### src/rtl/erc_pkg.sv
package erc_pkg;
    localparam int unsigned OFF_FLAG    = 'h14;
    localparam int unsigned OFF_REQ_EN  = 'h18;
    localparam int unsigned OFF_STEER   = 'h1C;
    localparam int unsigned OFF_OVR     = 'h20;
    localparam int unsigned OFF_OVR_EN  = 'h24;
    localparam int unsigned OFF_RISE_EN = 'h28;
    localparam int unsigned OFF_FALL_EN = 'h2C;
endpackage

### src/rtl/erc_edge_detect.sv
module erc_edge_detect #(
    parameter int N_CH = 16
) (
    input  logic            clk,
    input  logic            rst_n,
    input  logic [N_CH-1:0] pin,
    input  logic [N_CH-1:0] rise_en,
    input  logic [N_CH-1:0] fall_en,
    output logic [N_CH-1:0] edge_hit
);
    typedef struct packed {
        logic [N_CH-1:0] s1;
        logic [N_CH-1:0] s2;
        logic [N_CH-1:0] prev;
    } sync_t;

    sync_t sy_d, sy_q;

    always_comb begin
        sy_d      = sy_q;
        sy_d.s1   = pin;
        sy_d.s2   = sy_q.s1;
        sy_d.prev = sy_q.s2;
    end

    always_ff @(posedge clk or negedge rst_n) begin
        if (!rst_n) sy_q <= '0;
        else        sy_q <= sy_d;
    end

    assign edge_hit = (sy_q.s2 & ~sy_q.prev & rise_en) |
                      (~sy_q.s2 & sy_q.prev & fall_en);
endmodule

### src/rtl/erc_reg_file.sv
module erc_reg_file
    import erc_pkg::*;
#(
    parameter int N_CH   = 16,
    parameter int DATA_W = 32,
    parameter int ADDR_W = 8
) (
    input  logic              clk,
    input  logic              rst_n,
    input  logic              bus_wr,
    input  logic [ADDR_W-1:0] bus_addr,
    input  logic [DATA_W-1:0] bus_wdata,
    output logic [DATA_W-1:0] bus_rdata,
    input  logic [N_CH-1:0]   edge_hit,
    input  logic [N_CH-1:0]   dma_done,
    output logic [N_CH-1:0]   flag_o,
    output logic [N_CH-1:0]   ovr_o,
    output logic [N_CH-1:0]   req_en_o,
    output logic [N_CH-1:0]   steer_o,
    output logic [N_CH-1:0]   ovr_en_o,
    output logic [N_CH-1:0]   rise_en_o,
    output logic [N_CH-1:0]   fall_en_o
);
    typedef struct packed {
        logic [N_CH-1:0] flag;
        logic [N_CH-1:0] ovr;
        logic [N_CH-1:0] req_en;
        logic [N_CH-1:0] steer;
        logic [N_CH-1:0] ovr_en;
        logic [N_CH-1:0] rise_en;
        logic [N_CH-1:0] fall_en;
    } regs_t;

    regs_t rg_d, rg_q;
    logic [N_CH-1:0] wval;
    logic wr_flag, wr_req_en, wr_steer, wr_ovr, wr_ovr_en, wr_rise, wr_fall;

    assign wval      = bus_wdata[N_CH-1:0];
    assign wr_flag   = bus_wr && (bus_addr == ADDR_W'(OFF_FLAG));
    assign wr_req_en = bus_wr && (bus_addr == ADDR_W'(OFF_REQ_EN));
    assign wr_steer  = bus_wr && (bus_addr == ADDR_W'(OFF_STEER));
    assign wr_ovr    = bus_wr && (bus_addr == ADDR_W'(OFF_OVR));
    assign wr_ovr_en = bus_wr && (bus_addr == ADDR_W'(OFF_OVR_EN));
    assign wr_rise   = bus_wr && (bus_addr == ADDR_W'(OFF_RISE_EN));
    assign wr_fall   = bus_wr && (bus_addr == ADDR_W'(OFF_FALL_EN));

    always_comb begin
        logic [N_CH-1:0] flag_clr;
        logic [N_CH-1:0] ovr_clr;
        rg_d     = rg_q;
        flag_clr = dma_done | (wr_flag ? wval : '0);
        ovr_clr  = wr_ovr ? wval : '0;
        // hardware set wins over any clear in the same cycle
        rg_d.flag = (rg_q.flag & ~flag_clr) | edge_hit;
        rg_d.ovr  = (rg_q.ovr & ~ovr_clr) | (edge_hit & rg_q.flag);
        if (wr_req_en) rg_d.req_en  = wval;
        if (wr_steer)  rg_d.steer   = wval;
        if (wr_ovr_en) rg_d.ovr_en  = wval;
        if (wr_rise)   rg_d.rise_en = wval;
        if (wr_fall)   rg_d.fall_en = wval;
    end

    always_ff @(posedge clk or negedge rst_n) begin
        if (!rst_n) rg_q <= '0;
        else        rg_q <= rg_d;
    end

    always_comb begin
        bus_rdata = '0;
        case (bus_addr)
            ADDR_W'(OFF_FLAG):    bus_rdata[N_CH-1:0] = rg_q.flag;
            ADDR_W'(OFF_REQ_EN):  bus_rdata[N_CH-1:0] = rg_q.req_en;
            ADDR_W'(OFF_STEER):   bus_rdata[N_CH-1:0] = rg_q.steer;
            ADDR_W'(OFF_OVR):     bus_rdata[N_CH-1:0] = rg_q.ovr;
            ADDR_W'(OFF_OVR_EN):  bus_rdata[N_CH-1:0] = rg_q.ovr_en;
            ADDR_W'(OFF_RISE_EN): bus_rdata[N_CH-1:0] = rg_q.rise_en;
            ADDR_W'(OFF_FALL_EN): bus_rdata[N_CH-1:0] = rg_q.fall_en;
            default:              bus_rdata = '0;
        endcase
    end

    assign flag_o    = rg_q.flag;
    assign ovr_o     = rg_q.ovr;
    assign req_en_o  = rg_q.req_en;
    assign steer_o   = rg_q.steer;
    assign ovr_en_o  = rg_q.ovr_en;
    assign rise_en_o = rg_q.rise_en;
    assign fall_en_o = rg_q.fall_en;
endmodule

### src/rtl/erc_req_route.sv
module erc_req_route #(
    parameter int N_CH = 16
) (
    input  logic [N_CH-1:0] flag,
    input  logic [N_CH-1:0] req_en,
    input  logic [N_CH-1:0] steer,
    input  logic [N_CH-1:0] ovr,
    input  logic [N_CH-1:0] ovr_en,
    output logic [N_CH-1:0] dma_req,
    output logic [N_CH-1:0] irq_req,
    output logic            ovr_irq
);
    for (genvar i = 0; i < N_CH; i++) begin : g_ch
        logic active;
        assign active     = flag[i] & req_en[i];
        assign dma_req[i] = active & steer[i];
        assign irq_req[i] = active & ~steer[i];
    end

    assign ovr_irq = |(ovr & ovr_en);
endmodule

### src/rtl/ext_req_ctrl.sv
module ext_req_ctrl #(
    parameter int N_CH   = 16,
    parameter int DATA_W = 32,
    parameter int ADDR_W = 8
) (
    input  logic              clk,
    input  logic              rst_n,
    input  logic [N_CH-1:0]   req_pin,
    input  logic              bus_wr,
    input  logic [ADDR_W-1:0] bus_addr,
    input  logic [DATA_W-1:0] bus_wdata,
    output logic [DATA_W-1:0] bus_rdata,
    input  logic [N_CH-1:0]   dma_done,
    output logic [N_CH-1:0]   dma_req,
    output logic [N_CH-1:0]   irq_req,
    output logic              ovr_irq
);
    logic [N_CH-1:0] edge_hit;
    logic [N_CH-1:0] flag_vec, ovr_vec, req_en, steer, ovr_en, rise_en, fall_en;

    erc_edge_detect #(.N_CH(N_CH)) u_edge (
        .clk      (clk),
        .rst_n    (rst_n),
        .pin      (req_pin),
        .rise_en  (rise_en),
        .fall_en  (fall_en),
        .edge_hit (edge_hit)
    );

    erc_reg_file #(.N_CH(N_CH), .DATA_W(DATA_W), .ADDR_W(ADDR_W)) u_regs (
        .clk       (clk),
        .rst_n     (rst_n),
        .bus_wr    (bus_wr),
        .bus_addr  (bus_addr),
        .bus_wdata (bus_wdata),
        .bus_rdata (bus_rdata),
        .edge_hit  (edge_hit),
        .dma_done  (dma_done),
        .flag_o    (flag_vec),
        .ovr_o     (ovr_vec),
        .req_en_o  (req_en),
        .steer_o   (steer),
        .ovr_en_o  (ovr_en),
        .rise_en_o (rise_en),
        .fall_en_o (fall_en)
    );

    erc_req_route #(.N_CH(N_CH)) u_route (
        .flag    (flag_vec),
        .req_en  (req_en),
        .steer   (steer),
        .ovr     (ovr_vec),
        .ovr_en  (ovr_en),
        .dma_req (dma_req),
        .irq_req (irq_req),
        .ovr_irq (ovr_irq)
    );
endmodule

### config.mk
export PLATFORM = sky130hd
export DESIGN_NAME = ext_req_ctrl
export DESIGN_NICKNAME = d
export VERILOG_FILES = /design/src/rtl/erc_pkg.sv /design/src/rtl/erc_edge_detect.sv /design/src/rtl/erc_reg_file.sv /design/src/rtl/erc_req_route.sv /design/src/rtl/ext_req_ctrl.sv
export SDC_FILE = /design/constraint.sdc
export NUM_CORES = 1
export LEC_CHECK = 0
export BUFFER_PORTS_ARGS = -buffer_cell sky130_fd_sc_hd__buf_2
export CAP_MARGIN = 15
export CORE_ASPECT_RATIO = 1.75
export CORE_MARGIN = 2
export CORE_UTILIZATION = 45
export DETAILED_ROUTE_END_ITERATION = 10
export PLACE_DENSITY_LB_ADDON = 0.15
export SYNTH_ARGS = -nofsm -noshare
export SYNTH_HDL_FRONTEND = slang
export SYNTH_SLANG_ARGS = --single-unit
### constraint.sdc
create_clock -name clk -period 2.2 [get_ports clk]
set_input_delay 0.33 -clock clk [delete_from_list [all_inputs] [get_ports clk]]
set_output_delay 0.33 -clock clk [all_outputs]
set_load 0.01 [all_outputs]
# Word level (Yosys, flattened, before mapping)
# Cells that the tools add are included.
dict set report word_totals {
  register_bits 160
  input_bits 75
  out_inout_bits 65
  elab_cells 108
}
dict set report classes {
  n_eq_ne 7
  muxes 3
  bitwise 80
  reduce_logical 8
}
# operator n
set ops {}
lappend ops {{$and A16 B16 Y16} 8}
lappend ops {{$pmux W16 S7} 1}
lappend ops {{$not A16 Y16} 4}
lappend ops {{$or A16 B16 Y16} 4}
lappend ops {{$and A1 B1 Y1} 48}
lappend ops {{$eq A8 B6 Y1 const B} 4}
lappend ops {{$mux W16} 2}
lappend ops {{$eq A8 B5 Y1 const B} 3}
lappend ops {{$not A1 Y1} 16}
lappend ops {{$reduce_or A16 Y1} 1}
lappend ops {{$logic_and A1 B1 Y1} 7}

# Logic depth before layout (Yosys ltp)
# Gate-level depths: netlist of the first run.
dict set report logic_depth {
  ltp_word 7
  mapped_depth 7
  mapped_depth_nobuf 4
}

# By module
# From an unflattened synthesis of the first run, not the netlist that was laid out.
dict set report hier_totals {
  hier_cells 625
  hier_area_um2 7820.0
}
# module instances cells_per_inst area_per_inst_um2
set modules_own_cells {}
lappend modules_own_cells {erc_reg_file 1 472 5977.0}
lappend modules_own_cells {erc_edge_detect 1 96 1521.5}
lappend modules_own_cells {erc_req_route 1 57 321.6}

# Least setup slack after synthesis of the first run
# OpenSTA, ideal clock, no wires.
dict set report synth_path {
  kind {in2out}
  start {input bus_addr[1]}
  end {output bus_rdata[0]}
  t_arrival_ps 1586
  required_ps 1870
  setup_slack_ps 284
  stages 5
  path_buffers 1
  cell_sequence {or2_2 nor3b_2 and2_1 clkbuf_1 a221o_1}
}
dict set report synth_via {
  elab_chain_cells 2
}
# element line_no
set synth_lines {}
lappend synth_lines {{start, declared} ext_req_ctrl.sv:10} ;# input logic [ADDR_W-1:0] bus_addr,
lappend synth_lines {{$eq A8 B6 Y1 / $eq A8 B5 Y1 (equally long branches)} erc_reg_file.sv:70} ;# case (bus_addr)
lappend synth_lines {{$pmux W16 S7 (*)} erc_reg_file.sv:70}
lappend synth_lines {{end, declared} ext_req_ctrl.sv:12} ;# output logic [DATA_W-1:0] bus_rdata,
# Every way passes the cells marked *; elsewhere a longest branch is shown, timed or not.

# Final worst setup path of the first run
dict set report layout_path {
  start {input bus_addr[2]}
  end {output bus_rdata[9]}
}
# Same word-level chain as after synthesis.

==> results of run 1 <==
[through the flow]
| step | cells | hold WS, ns |
|---|---|---|
| floorplan | 591 | 0.0344 |
| global placement | 880 | 0.335 |
| detailed placement | 880 | 0.335 |
| CTS | 912 | 0.000970 |
| global route | 918 | 0.000237 |
| finish | 918 | 0.0121 |
[layer usage]
layer  share of wire, %  GRT usage, %
met1                 39          27.6
met2                 53          40.9
met5                  0             0
met4                2.9          8.16
met3                4.6          3.98
[state kept, by name, summed over array words and instances (netlist names)]
signal,count
u_edge.sy_d,32
u_edge.sy_q,16
u_regs.fall_en_o,16
u_regs.flag_o,16
u_regs.ovr_en_o,16
u_regs.ovr_o,16
u_regs.req_en_o,16
u_regs.rise_en_o,16
u_regs.steer_o,16
[critical path: stages]
cell	delay (ns)
buf_2	0.21
nor2b_1	0.19
and3_1	0.62
a221o_1	0.29
buf_2	0.14
[power groups by stage]
stage / Sequential [W] / Combinational [W] / Clock [W]
2_1_floorplan: 0.00322 / 0.000226 / 0
3_3_place_gp: 0.00326 / 0.000410 / 0
3_5_place_dp: 0.00326 / 0.000423 / 0
4_1_cts: 0.00321 / 0.000430 / 0.00342
5_1_grt: 0.00323 / 0.000479 / 0.00354
6_report: 0.00321 / 0.000433 / 0.00336
[how the worst max path moves through the flow]
stage                                start  slack [ns]       endpoint  cells past startpoint
2_1_floorplan                  bus_addr[1]        0.28   bus_rdata[0]                      5
3_3_place_gp                   bus_addr[5]     -0.0007   bus_rdata[2]                      7
4_1_cts          u_regs.ovr_o[9]$_DFF_PN0_        0.04        ovr_irq                      4
6_report                       bus_addr[2]        0.08   bus_rdata[9]                      5
5_1_grt        u_regs.flag_o[14]$_DFF_PN0_       0.002  bus_rdata[14]                      5
3_5_place_dp                   bus_addr[5]       -0.04   bus_rdata[2]                      7
[area by class of cell]
type	instances	area [um^2]
inverter	16	60.1
fill	1261	6590
clock buffer	18	439
multi-input combinational	374	2870
clock inverter	12	233
sequential	160	4000
timing repair buffer	152	962
tap	186	233
[layout by cell type, fill, tap and decap left out, types with 2 or more instances in the layout]
| cell type | Yosys | layout |
|---|---|---|
| dfrtp_1 | 160 | 160 |
| buf_2 | 3 | 106 |
| mux2_2 | 82 | 82 |
| nand2_1 | 66 | 66 |
| a22o_1 | 33 | 33 |
| buf_4 | 20 | 32 |
| nor2_1 | 25 | 25 |
| a22oi_1 | 22 | 22 |
| and3_1 | 18 | 18 |
| nand3b_1 | 17 | 17 |
| clkbuf_16 | 0 | 17 |
| inv_1 | 16 | 16 |
| o21ai_0 | 16 | 16 |
| conb_1 | 1 | 16 |
| a31o_2 | 15 | 15 |
| o22ai_1 | 14 | 14 |
| mux2i_1 | 11 | 11 |
| a221o_1 | 11 | 11 |
| dlygate4sd3_1 | 0 | 8 |
| bufinv_16 | 0 | 6 |
| buf_12 | 0 | 5 |
| nand3_2 | 4 | 4 |
| a211o_1 | 3 | 3 |
| a221oi_1 | 4 | 3 |
| nor4b_4 | 2 | 2 |
| mux4_2 | 2 | 2 |
| nor2b_4 | 0 | 2 |
| nand4_1 | 2 | 2 |
| and4_1 | 2 | 2 |
| clkinv_4 | 0 | 2 |
| clkinvlp_4 | 0 | 2 |
[kinds of logic (layout without fill, tap and decap cells)]
logic type | count (synthesis) | count (layout) | synth area share, %
muxes | 95 | 95 | 15.2
buffers and inverters | 57 | 198 | 4.35
other | 1 | 16 | 0.0528
and+or+nand+nor | 144 | 144 | 10.9
DFF | 160 | 160 | 56.4
AOI/OAI and AO/OA | 119 | 119 | 13.1
[what timing repair did]
action                                 4_1_cts  5_1_grt
hold buffers                                 2        6
endpoints found under the hold margin       67        6
gates cloned                                 0        0
setup endpoints to repair                    6        7
pin swaps                                    0        0
gates resized for setup                      3        1
==> impl_metrics.env, run 1 <==
export IMPL_status="completed"
export IMPL_synth_most_common_cell="dfrtp_1"
export IMPL_dp_hpwl_mm=13.4
export IMPL_syn2layout_area_growth_pct=23.9
export IMPL_die_height_um=170
export IMPL_final_setup_skew_ns=0.00773
export IMPL_worstPathMaxFanout=11
export IMPL_htree_levels=4
export IMPL_antenna_found_initial=0
export IMPL_final_util_pct=57.2
export IMPL_synth_edf_count=0
export IMPL_p_sw_w=0.00155
export IMPL_powerDensity_nw_per_um2=796
export IMPL_fmax_mhz=473
export IMPL_maxCapViolCount=0
export IMPL_yosysTopAreaCell="dfrtp_1"
export IMPL_synth_top_area_share_pct=56.4
export IMPL_fin_crit_ns=2.12
export IMPL_regToRegEndpoint="u_regs.ovr_o[9]$_DFF_PN0_"
export IMPL_worstPathArrival_ns=1.79
export IMPL_cts_root_buf="clkbuf_16"
export IMPL_port_buffers=107
export IMPL_ant_nets=0
export IMPL_cp_end_kind="primary output"
export IMPL_tns_ns=0
export IMPL_clockBufferDepth=2
export IMPL_synthTopCellsByArea="dfrtp_1, mux2_2, a22o_1"
export IMPL_vias_per_cell=5.71
export IMPL_fin_area_um2=8800
export IMPL_grt_pass1_vias=5508
export IMPL_ys_ff_latch=160
export IMPL_vias=5245
export IMPL_layout_worst_path_cycle_share_pct=96.2
export IMPL_num_antenna_cells=0
export IMPL_seq_power_share_pct=45.9
export IMPL_synth_cell_area_um2=7100
export IMPL_syn_area_per_cell_um2=12.3
export IMPL_grt_max_degree=73
export IMPL_totalPowerFinal_w=0.00700
export IMPL_grt_overflow=0
export IMPL_p_comb_share_pct=6.2
export IMPL_async_reset_ff_share_pct=100
export IMPL_pre_cts_slack_ns=-0.0417
export IMPL_core_area_um2=15400
export IMPL_p_clk_share_pct=47.9
export IMPL_leakagePower_nw=4.41
export IMPL_drc_errors=0
export IMPL_final_net_count=796
export IMPL_yosysUniqueCellTypes=34
export IMPL_ir_drop_uv=564
export IMPL_rsz0062_at_grt="false"
export IMPL_drt_pass1_iterations=7
export IMPL_rows=60
export IMPL_setup_viol=0
export IMPL_netlist_top_cells_count="dfrtp_1, mux2_2, nand2_1, a22o_1, nor2_1"
export IMPL_p_sw_share_pct=22.2
export IMPL_syn_instance_count=576
export IMPL_start_util_pct=46.1
export IMPL_hp_start="req_pin[7]"
export IMPL_min_to="u_edge.sy_d[23]$_DFF_PN0_"
export IMPL_max_slew_margin_pct=53.4
export IMPL_worstSetupPathType="input port to primary output"
export IMPL_rrSetupSlack_ns=1.18
export IMPL_drive_above_1_share_pct=39.1
export IMPL_worst_pin_slew_ns=0.700
export IMPL_cts_tree="built"
export IMPL_worst_slack_ns=0.0837
export IMPL_dieArea_um2=16800
export IMPL_track_usage_pct=22.9
export IMPL_place_congestion=0.846
export IMPL_post_cts_buffers=0
export IMPL_startpoint_type="input port"
export IMPL_intPower_w=0.00545
export IMPL_io_pin_count=140
export IMPL_die_w_um=98.9
export IMPL_cts_clk_slew_worst_paths_ns=0.06
export IMPL_numCtsBuffers=17
export IMPL_drt_initial_drc_count=263
export IMPL_rr_worst_depth=3
export IMPL_r2r_start="u_edge.sy_d[9]$_DFF_PN0_"
export IMPL_hp_class="input port to flop"
export IMPL_grt_pass1_wl_mm=29.6
export IMPL_wl_mm=18.7
export IMPL_ys_flop_type="dfrtp_1"
export IMPL_slew_violations=0
export IMPL_clock_sinks=160
export IMPL_placed_area_um2=8030
export IMPL_finalHoldViolations=0
export IMPL_clk_latency_ns=0.42
export IMPL_holdPathStages=1
export IMPL_worstPathRequired_ns=1.87
export IMPL_synth_warnings=0
export IMPL_ys_seq_area_share_pct=56.4
export IMPL_wl_per_cell_um=20.4
Power figures use the tool's default switching activity.
==> run 2: changes to the inputs <==
SLEW_MARGIN = 20   (was default)
SYNTH_HIERARCHICAL = 1   (was default)
==> run 2 against run 1 <==
Against the previous run:
- register-to-register slack improved by 0.06 ns
- critical endpoint is now ovr_irq
- cell count increased by 9.5%
- cell area increased by 8.0%
==> impl_metrics.env, run 2 <==
export IMPL_status="completed"
export IMPL_cts_clk_slew_worst_paths_ns=0.07
export IMPL_grt_pass1_vias=5994
export IMPL_dieArea_um2=18500
export IMPL_vias=5725
export IMPL_fmax_mhz=483
export IMPL_die_w_um=104
export IMPL_pre_cts_slack_ns=0.103
export IMPL_wl_per_cell_um=21.1
export IMPL_worstPathArrival_ns=1.74
export IMPL_ys_seq_area_share_pct=51.2
export IMPL_crit_path_max_incr_delay_ns=0.40
export IMPL_clock_sinks=160
export IMPL_io_pin_count=140
export IMPL_slew_violations=0
export IMPL_drc_errors=0
export IMPL_track_usage_pct=23.3
export IMPL_dp_cells=961
export IMPL_netlist_top_cells_count="dfrtp_1, mux2_2, and3b_1, nand2_1, nand4b_1"
export IMPL_synth_compound_area_share_pct=9.47
export IMPL_num_antenna_cells=0
export IMPL_synthMuxAreaShare_pct=16.5
export IMPL_maxCapViolCount=0
export IMPL_drt_pass1_iterations=5
export IMPL_clk_latency_ns=0.42
export IMPL_drt_initial_drc_count=320
export IMPL_tns_ns=0
export IMPL_place_congestion=0.825
export IMPL_htree_levels=4
export IMPL_synth_fa_ha_area_share_pct=0
export IMPL_hp_class="input port to flop"
export IMPL_leakagePower_nw=4.80
export IMPL_synth_simple_gate_area_share_pct=18.2
export IMPL_synth_cell_area_um2=7820
export IMPL_grt_overflow=0
export IMPL_slowest_stage="dfrtp_1"
export IMPL_crit_chain="a22o_1, a221oi_2, nand4_1, buf_2"
export IMPL_syn_instance_count=625
export IMPL_port_buffers=107
export IMPL_layout_worst_path_cycle_share_pct=94.1
export IMPL_rsz0062_at_grt="false"
export IMPL_fin_cells=1005
export IMPL_clockBufferDepth=2
export IMPL_syn_area_per_cell_um2=12.5
export IMPL_powerDensity_nw_per_um2=699
export IMPL_synth_xor_area_share_pct=0
export IMPL_rows=63
export IMPL_vias_per_cell=5.70
export IMPL_post_cts_buffers=0
export IMPL_drive_above_1_share_pct=40.2
export IMPL_timing_hold_ws_ns=0.0120
export IMPL_yosysUniqueCellTypes=36
export IMPL_yosysTopAreaCell="dfrtp_1"
export IMPL_final_setup_skew_ns=0.00798
export IMPL_antenna_found_initial=0
export IMPL_worstPathMaxFanout=3
export IMPL_grt_pass1_wl_mm=32.8
export IMPL_async_reset_ff_share_pct=100
export IMPL_dp_hpwl_mm=14.7
export IMPL_ys_flop_type="dfrtp_1"
export IMPL_syn2layout_area_growth_pct=21.4
export IMPL_wl_mm=21.2
export IMPL_ant_nets=0
export IMPL_fin_crit_ns=2.07
export IMPL_synth_most_common_cell="dfrtp_1"
export IMPL_max_slew_margin_pct=64.0
export IMPL_ir_drop_uv=497
export IMPL_worst_pin_slew_ns=0.539
export IMPL_die_height_um=178
export IMPL_worst_slack_ns=0.130
export IMPL_largest_register_ffs=32
export IMPL_worstSetupPathType="flop to primary output"
export IMPL_startpoint_type="flop"
export IMPL_core_area_um2=16900
export IMPL_start_util_pct=46.1
export IMPL_ys_ff_latch=160
export IMPL_synth_warnings=6
export IMPL_finalHoldViolations=0
export IMPL_cts_tree="built"
export IMPL_numCtsBuffers=17
export IMPL_synth_top_area_share_pct=51.2
export IMPL_setup_viol=0
export IMPL_final_cell_mix="dfrtp_1, buf_2, mux2_2"
export IMPL_synth_top_family_by_area="simple AND/OR/NAND/NOR gates"
export IMPL_cts_resized=0
export IMPL_synthTopCellsByArea="dfrtp_1, mux2_2, and3b_1"
export IMPL_synth_edf_count=0
export IMPL_worstPathRequired_ns=1.87
export IMPL_hold_buffers=4
export IMPL_cts_root_buf="clkbuf_16"
export IMPL_final_net_count=840
export IMPL_layout_commonest_cell="dfrtp_1"
export IMPL_cp_end_kind="primary output"
export IMPL_grt_max_degree=50
run 2: cell count changes in the layout (fill, tap and decap cells not counted), moves of 14 or more:
cell,before,now
nand2_1,66,33
nand3_1,0,26
o21ai_2,0,16
o211ai_1,0,20
and3b_1,0,41
o22ai_1,14,0
mux2_2,82,66
nand4b_1,0,32
mux2_4,0,20
a22oi_1,22,6
run 2: final timing paths:
path                            depth (start not counted)  slack [ns]                              to                 startpoint
worst max-delay path                                    4        0.13                         ovr_irq  u_regs/ovr_o[2]$_DFF_PN0_
worst min-delay path                                    1        0.01       u_edge/sy_d[30]$_DFF_PN0_                req_pin[14]
worst max register to register                          3        1.24      u_regs/ovr_o[14]$_DFF_PN0_  u_edge/sy_d[14]$_DFF_PN0_
worst min register to register                          0        0.34        u_edge/sy_d[3]$_DFF_PN0_  u_edge/sy_d[19]$_DFF_PN0_
max in group asynchronous                               3        1.07  u_regs/ovr_en_o[7]$_DFFE_PN0P_                      rst_n
min in group asynchronous                               2        0.43       u_edge/sy_d[27]$_DFF_PN0_                      rst_n
run 2: logic make-up (layout without fill, tap and decap cells):
| family | after synthesis | count (layout) |
|---|---|---|
| simple gates | 206 | 206 |
| buf+inv | 68 | 206 |
| other cells | 1 | 16 |
| mux | 102 | 102 |
| flops | 160 | 160 |
| compound gates | 88 | 88 |
run 2: metal layers:
metal  track usage, %  share of wire (%)  vias up
met4             10.2                2.7        0
met2             42.2                 53      191
met5                0                  0        -
met1             26.8                 40     2925
li1                 -                  -     2584
met3             4.57                4.7       25
run 2: final cells by class:
cell class | instances | area [um^2]
Multi-Input combinational cell | 412 | 3530
Clock buffer | 22 | 464
Clock inverter | 10 | 111
Tap cell | 227 | 284
Timing Repair Buffer | 158 | 1040
Sequential cell | 160 | 4000
Fill cell | 1479 | 7450
Inverter | 16 | 60.1
run 2: critical path: cells and delay by family (launching register included):
family / cells / cell delay [ns]
buf+inv: 1 / 0.18
simple gates: 1 / 0.19
compound gates: 2 / 0.54
flops: 1 / 0.40
run 2: power by group:
part           switching [W]  total (W)  internal [W]
combinational       0.000282   0.000534      0.000251
clock                0.00117    0.00289       0.00172
sequential          0.000131    0.00322       0.00309
run 2: metrics by stage:
stage	power (W)	instance area (um^2)	util, %
floorplan	0.00351	7880	-
global placement	0.00377	8800	51.9
detailed placement	0.00379	8800	51.9
CTS	0.00669	9420	55.6
global route	0.00690	9500	56.0
finish	0.00664	9500	56.0
